$ cat config.mk
export PLATFORM = sky130hd
export DESIGN_NAME = vec_agu
export DESIGN_NICKNAME = d
export VERILOG_FILES = /design/src/rtl/agu_pkg.sv /design/src/rtl/agu_addr_sel.sv /design/src/rtl/agu_bank_timer.sv /design/src/rtl/agu_tag_delay.sv /design/src/rtl/vec_agu.sv
export SDC_FILE = /design/constraint.sdc
export NUM_CORES = 1
export LEC_CHECK = 0
export BUFFER_PORTS_ARGS = -buffer_cell sky130_fd_sc_hd__buf_2
export CORE_ASPECT_RATIO = 1.4
export CORE_UTILIZATION = 34
export DETAILED_ROUTE_END_ITERATION = 12
export PLACE_DENSITY = 0.52
export SYNTH_ARGS = -nofsm -noshare
export SYNTH_HDL_FRONTEND = slang
export SYNTH_SLANG_ARGS = --single-unit
$ cat constraint.sdc
create_clock -name clk -period 6.38 [get_ports clk]
set_clock_uncertainty 0.2 [all_clocks]
set_input_delay 0.957 -clock clk [delete_from_list [all_inputs] [get_ports clk]]
set_output_delay 0.957 -clock clk [all_outputs]
set_load 0.1 [all_outputs]
$ cat src/rtl/agu_pkg.sv
package agu_pkg;
  typedef enum logic [1:0] {
    AM_UNIT   = 2'd0,
    AM_STRIDE = 2'd1,
    AM_INDEX  = 2'd2,
    AM_RSVD   = 2'd3
  } amode_e;
endpackage

$ cat src/rtl/agu_addr_sel.sv
module agu_addr_sel
  import agu_pkg::*;
#(
  parameter int ADDR_W     = 32,
  parameter int NUM_BANKS  = 16,
  parameter int WORD_BYTES = 8
) (
  input  amode_e                         mode,
  input  logic [ADDR_W-1:0]              base,
  input  logic [ADDR_W-1:0]              walk_addr,
  input  logic [ADDR_W-1:0]              offset,
  output logic [ADDR_W-1:0]              addr,
  output logic [$clog2(NUM_BANKS)-1:0]   bank
);
  localparam int LSB = $clog2(WORD_BYTES);
  localparam int BW  = $clog2(NUM_BANKS);

  always_comb begin
    if (mode == AM_INDEX) addr = base + offset;
    else                  addr = walk_addr;
    bank = addr[LSB +: BW];
  end
endmodule

$ cat src/rtl/agu_bank_timer.sv
module agu_bank_timer #(
  parameter int NUM_BANKS = 16,
  parameter int BANK_BUSY = 4
) (
  input  logic                          clk,
  input  logic                          rst_n,
  input  logic                          hit,
  input  logic [$clog2(NUM_BANKS)-1:0]  hit_bank,
  output logic [NUM_BANKS-1:0]          free_mask
);
  localparam int CW = $clog2(BANK_BUSY + 1);

  for (genvar b = 0; b < NUM_BANKS; b++) begin : g_bank
    logic [CW-1:0] left_q;
    always_ff @(posedge clk) begin
      if (!rst_n)                                  left_q <= '0;
      else if (hit && (hit_bank == b))             left_q <= CW'(BANK_BUSY - 1);
      else if (left_q != '0)                       left_q <= left_q - 1'b1;
    end
    assign free_mask[b] = (left_q == '0);
  end

  // an accepted access never targets a bank still occupied
  assert_bank_idle_R6: assert property (@(posedge clk) disable iff (!rst_n)
    hit |-> free_mask[hit_bank]);
endmodule

$ cat src/rtl/agu_tag_delay.sv
module agu_tag_delay #(
  parameter int DEPTH = 12,
  parameter int TAG_W = 6
) (
  input  logic             clk,
  input  logic             rst_n,
  input  logic             in_valid,
  input  logic [TAG_W-1:0] in_tag,
  output logic             out_valid,
  output logic [TAG_W-1:0] out_tag
);
  logic [DEPTH-1:0] vld_q;
  logic [TAG_W-1:0] tag_q [DEPTH];

  for (genvar s = 0; s < DEPTH; s++) begin : g_stage
    if (s == 0) begin : g_head
      always_ff @(posedge clk) begin
        if (!rst_n) vld_q[0] <= 1'b0;
        else        vld_q[0] <= in_valid;
        tag_q[0] <= in_tag;
      end
    end else begin : g_body
      always_ff @(posedge clk) begin
        if (!rst_n) vld_q[s] <= 1'b0;
        else        vld_q[s] <= vld_q[s-1];
        tag_q[s] <= tag_q[s-1];
      end
    end
  end

  assign out_valid = vld_q[DEPTH-1];
  assign out_tag   = tag_q[DEPTH-1];
endmodule

$ cat src/rtl/vec_agu.sv
module vec_agu
  import agu_pkg::*;
#(
  parameter int ADDR_W     = 32,
  parameter int NUM_BANKS  = 16,
  parameter int WORD_BYTES = 8,
  parameter int BANK_BUSY  = 4,
  parameter int RD_LATENCY = 12,
  parameter int MAX_VL     = 64
) (
  input  logic                          clk,
  input  logic                          rst_n,
  input  logic                          start,
  input  logic [1:0]                    start_mode,
  input  logic                          start_store,
  input  logic [ADDR_W-1:0]             start_base,
  input  logic [ADDR_W-1:0]             start_stride,
  input  logic [$clog2(MAX_VL+1)-1:0]   start_vlen,
  input  logic                          idx_valid,
  output logic                          idx_ready,
  input  logic [ADDR_W-1:0]             idx_off,
  output logic                          req_valid,
  input  logic                          req_grant,
  output logic [ADDR_W-1:0]             req_addr,
  output logic [$clog2(NUM_BANKS)-1:0]  req_bank,
  output logic [$clog2(MAX_VL)-1:0]     req_elem,
  output logic                          req_store,
  output logic                          ret_valid,
  output logic [$clog2(MAX_VL)-1:0]     ret_elem,
  output logic                          done
);
  localparam int EW = $clog2(MAX_VL);
  localparam int LW = $clog2(MAX_VL + 1);
  localparam int BW = $clog2(NUM_BANKS);

  logic              running_q, store_q, done_q;
  amode_e            mode_q;
  logic [ADDR_W-1:0] base_q, step_q, walk_q;
  logic [LW-1:0]     vlen_q, elem_q;

  logic [NUM_BANKS-1:0] free_mask;
  logic [ADDR_W-1:0]    sel_addr;
  logic [BW-1:0]        sel_bank;
  logic                 pending, need_idx, fire, last_fire, done_nxt, take;
  logic [LW-1:0]        clip_vl;

  agu_addr_sel #(.ADDR_W(ADDR_W), .NUM_BANKS(NUM_BANKS), .WORD_BYTES(WORD_BYTES)) u_sel (
    .mode(mode_q), .base(base_q), .walk_addr(walk_q), .offset(idx_off),
    .addr(sel_addr), .bank(sel_bank)
  );

  agu_bank_timer #(.NUM_BANKS(NUM_BANKS), .BANK_BUSY(BANK_BUSY)) u_banks (
    .clk(clk), .rst_n(rst_n), .hit(fire), .hit_bank(sel_bank), .free_mask(free_mask)
  );

  agu_tag_delay #(.DEPTH(RD_LATENCY), .TAG_W(EW)) u_ret (
    .clk(clk), .rst_n(rst_n), .in_valid(fire && !store_q), .in_tag(elem_q[EW-1:0]),
    .out_valid(ret_valid), .out_tag(ret_elem)
  );

  always_comb begin
    need_idx  = (mode_q == AM_INDEX);
    pending   = running_q && (elem_q < vlen_q);
    req_valid = pending && free_mask[sel_bank] && (!need_idx || idx_valid);
    fire      = req_valid && req_grant;
    idx_ready = fire && need_idx;
    last_fire = fire && (elem_q == vlen_q - LW'(1));
    clip_vl   = (start_vlen > LW'(MAX_VL)) ? LW'(MAX_VL) : start_vlen;
    take      = start && !running_q;
    done_nxt  = (running_q && store_q && last_fire)
             || (running_q && !store_q && ret_valid && ({1'b0, ret_elem} == vlen_q - LW'(1)))
             || (take && (clip_vl == '0));
  end

  assign req_addr  = sel_addr;
  assign req_bank  = sel_bank;
  assign req_elem  = elem_q[EW-1:0];
  assign req_store = store_q;
  assign done      = done_q;

  always_ff @(posedge clk) begin
    if (!rst_n) begin
      running_q <= 1'b0;
      store_q   <= 1'b0;
      done_q    <= 1'b0;
      mode_q    <= AM_UNIT;
      base_q    <= '0;
      step_q    <= '0;
      walk_q    <= '0;
      vlen_q    <= '0;
      elem_q    <= '0;
    end else begin
      done_q <= done_nxt;
      if (take) begin
        running_q <= (clip_vl != '0);
        store_q   <= start_store;
        mode_q    <= amode_e'(start_mode);
        base_q    <= start_base;
        walk_q    <= start_base;
        step_q    <= (amode_e'(start_mode) == AM_STRIDE) ? start_stride : ADDR_W'(WORD_BYTES);
        vlen_q    <= clip_vl;
        elem_q    <= '0;
      end else begin
        if (fire) begin
          elem_q <= elem_q + 1'b1;
          walk_q <= walk_q + step_q;
        end
        if (done_nxt) running_q <= 1'b0;
      end
    end
  end

  // an offered request is held with the same address until granted
  assert_req_hold_R7: assert property (@(posedge clk) disable iff (!rst_n)
    (req_valid && !req_grant) |=> (req_valid && $stable(req_addr)));

  // no request is offered in the completion cycle
  assert_done_idle_R9: assert property (@(posedge clk) disable iff (!rst_n)
    done |-> !req_valid);

  // a store command never sees a return strobe
  assert_store_noret_R8: assert property (@(posedge clk) disable iff (!rst_n)
    (running_q && store_q) |-> !ret_valid);

  // index handshake only together with an accepted request
  assert_idx_pair_R4: assert property (@(posedge clk) disable iff (!rst_n)
    idx_ready |-> (req_valid && req_grant && idx_valid));
endmodule

==> impl_metrics.ini <==
[outcome]
outcome = finished, final reports clean

[detailed_routing]
antenna_left = 0
routed-wl-met3_um = 2120
num_vias = 11000
dr_wl_met2_um = 19000
first_iter_violations = 623
wl_per_cell_um = 17.6
drc = 0
vias_per_cell = 5.20
top_layer = met5
wl_met1_um = 15000
first_pass_iters = 5
wirelength_um = 37100

[sta]
rsz0062_at_grt = false
fin_ws_ns = 0.671
hold_viol_final = 0
min_period_over_period_pct = 89.5
worst_pin_slew_ns = 1.01
maxSlewViolCount = 0
setup_viol_count_final = 0
maxSlewHeadroom_pct = 31.7
whs_ns = 0.125
tns_ns = 0
fmax_ghz = 0.175
min_period_ns = 5.71

[die]
ios = 164
die_area_um2 = 38800
initial_core_util_pct = 34.4
die-height_um = 233
fp.dieW_um = 167
core.rowCount = 84
design.core.area_um2 = 37500

[yosys]
synth_edf_count = 0
synth_cells = 1489
netlist_area_um2 = 12900
ys_top_cells_by_area = dfxtp_1 38%, ha_1 10%, a21oi_1 5.8%
yosys.area.top_type = dfxtp_1
synth_common_cells = 247 x dfxtp_1, 171 x nand2_1, 151 x a21oi_1
synthFlopType = dfxtp_1
syn_area_per_cell_um2 = 8.68
synth_top_area_share_pct = 38.3
synth.distinct_cells = 84
yosysWarnings = 0
yosysMostFrequentCell = dfxtp_1
synth_fp_nets = 1705
ys_seq_area_share_pct = 38.3
synthArstFlopShare_pct = 0
ys_ff_latch = 247

[layout]
multi_input_area_um2 = 7280
final_layout_size_suffix_gt1_share_pct = 15.5
fin_nets = 1830
synthToLayoutAreaGrowth_pct = 16.7
fin_area_um2 = 15100
final_cells = 2111
seq_area_um2 = 4940
nFillCells = 3821

[critical_path]
r2r-start = base_q[0]$_SDFFE_PN0P_
critPathMaxFanout = 6
required_ns = 5.22
r2r_setup_slack_ns = 1.75
critPathArrivalTime_ns = 4.55
critPathLaunchType = input port
r2r-end = walk_q[28]$_SDFFE_PN0P_
critical_path_class = in2out
worstRegToRegCells = 13
end_kind = primary output

[placement]
dp_worst_setup_slack_ns = 0.737
dp.cells = 2057
gpl.final_weighted_congestion = 0.884
dpl.hpwl_um = 28600
io_buffers = 163
place_area_um2 = 14000

[cts]
htreeDepth = 1
ctsHoldBuffers = 0
clk_latency_ns = 0.58
cts_buffer_depth = 3
post_cts_buffers = 0
cts_resized = 0
numCtsBuffers = 28
cts_tree = yes
clkTransAtPathRegs_ns = 0.06
clock-sinks = 247
cts.root.buffer_cell = clkbuf_16

[global_route]
grt_remaining_overflow = 0
grt_pass1_vias = 10700
track_usage_pct = 19.1
grt_pass1_wl_um = 57600
grt_max_degree = 63
antenna_found_initial = 7

[hold_path]
hold_start = u_ret.tag_q[2][17]$_DFF_P_
hp-class = reg2reg
worst_hold_path.endpoint = u_ret.tag_q[2][23]$_DFF_P_
min_path_cells = 0

[power]
cellPowerDensity_nw_per_um2 = 345
p_leak_nw = 6.49
vdd_ir_drop_max_mv = 0.185
p_sw_mw = 1.84
intPower_mw = 3.37
p_seq_share_pct = 35.4
power_frac_comb_pct = 30.0
swShare_pct = 35.3
power_frac_clock_pct = 34.6

[flow_run]
cap_violations = 0
stage by stage:
step	power, mW	utilization (%)
4_1_cts	5.27	40.2
3_3_place_gp	3.41	37.4
6_report	5.20	40.2
5_1_grt	5.53	40.2
2_1_floorplan	3.09	-
3_5_place_dp	3.44	37.4
power by group through the flow:
stage,clock network [mW],registers (mW),logic (mW)
floorplan,0,1.83,1.25
global route,1.91,1.86,1.76
finish,1.80,1.84,1.56
detailed placement,0,1.87,1.57
CTS,1.86,1.84,1.58
global placement,0,1.87,1.54
sequential cells by signal, indices dropped and copies added (netlist names):
register / cells
base_q: 32
done: 1
elem_q: 7
mode_q: 2
req_store: 1
running_q: 1
step_q: 32
u_banks.g_bank.left_q: 48
u_ret.out_valid: 1
u_ret.tag_q: 72
u_ret.vld_q: 11
vlen_q: 7
walk_q: 32
worst max path at each step:
stage / startpoint / to / slack [ns] / cells past startpoint
3_3_place_gp: idx_off[0] / req_addr[24] / 0.76 / 13
6_report: idx_off[0] / req_addr[24] / 0.67 / 13
5_1_grt: idx_off[0] / req_addr[24] / 0.43 / 13
3_5_place_dp: idx_off[0] / req_addr[24] / 0.74 / 13
4_1_cts: idx_off[0] / req_addr[24] / 0.71 / 13
2_1_floorplan: idx_off[0] / req_addr[26] / 0.03 / 11
per-layer routing:
metal,vias to the layer above,global-route usage (%)
met5,-,0
met3,62,3.74
met4,8,5.79
met2,280,36.1
li1,5535,-
met1,5092,21.4
cells by family after synthesis:
| group | Yosys count | share of synthesized area [%] |
|---|---|---|
| XOR/XNOR | 82 | 5.56 |
| AND/OR/NAND/NOR | 423 | 15.8 |
| adder cells (fa/ha/maj) | 105 | 10.3 |
| flip-flops | 247 | 38.3 |
| multiplexers | 37 | 2.89 |
| AO/OA/AOI/OAI | 435 | 21.5 |
| buffers and inverters | 160 | 5.70 |
layout by cell type (no fill, tap or decap), types with 4 or more instances in the layout:
| cell type | count |
|---|---|
| nor4_1 | 6 |
| mux2i_1 | 35 |
| inv_1 | 80 |
| clkbuf_16 | 28 |
| xor2_1 | 23 |
| and4_1 | 5 |
| o2111ai_1 | 4 |
| o211ai_1 | 7 |
| a21oi_1 | 151 |
| nor2b_1 | 14 |
| a211oi_1 | 10 |
| and3_1 | 11 |
| nor3_1 | 36 |
| nand2b_1 | 19 |
| a21boi_0 | 4 |
| xnor2_1 | 59 |
| dfxtp_1 | 247 |
| nand4_1 | 14 |
| ha_1 | 103 |
| or3_1 | 5 |
| nand3_1 | 29 |
| a22o_1 | 47 |
| nor2_1 | 66 |
| a211o_1 | 4 |
| o21ai_0 | 108 |
| clkinvlp_4 | 4 |
| a31oi_1 | 10 |
| bufinv_16 | 6 |
| a21o_1 | 21 |
| buf_4 | 10 |
| o21a_1 | 18 |
| nand3b_1 | 7 |
| and2_1 | 14 |
| nand2_1 | 171 |
| buf_2 | 163 |
| o21bai_1 | 7 |
area by class of cell:
| class | count | share of cell area (%) |
|---|---|---|
| Inverter | 82 | 2.04 |
| Tap cell | 473 | 3.93 |
| Multi-Input combinational cell | 1082 | 48.3 |
| Timing Repair Buffer | 173 | 5.91 |
| Clock buffer | 31 | 4.86 |
| Clock inverter | 20 | 2.12 |
| Sequential cell | 247 | 32.8 |
| Antenna cell | 3 | 0.0498 |
worst max-delay path: stages:
cell,delay (ns)
buf_2,0.10
ha_1,0.21
fa_1,0.47
a21oi_2,0.27
o21ai_0,0.19
a21oi_1,0.25
o21bai_1,0.14
a21oi_1,0.40
o21ai_0,0.23
a211o_1,0.35
a2111o_1,0.36
o2111ai_1,0.14
buf_2,0.49
No activity file was read; power rests on OpenSTA's default activity.
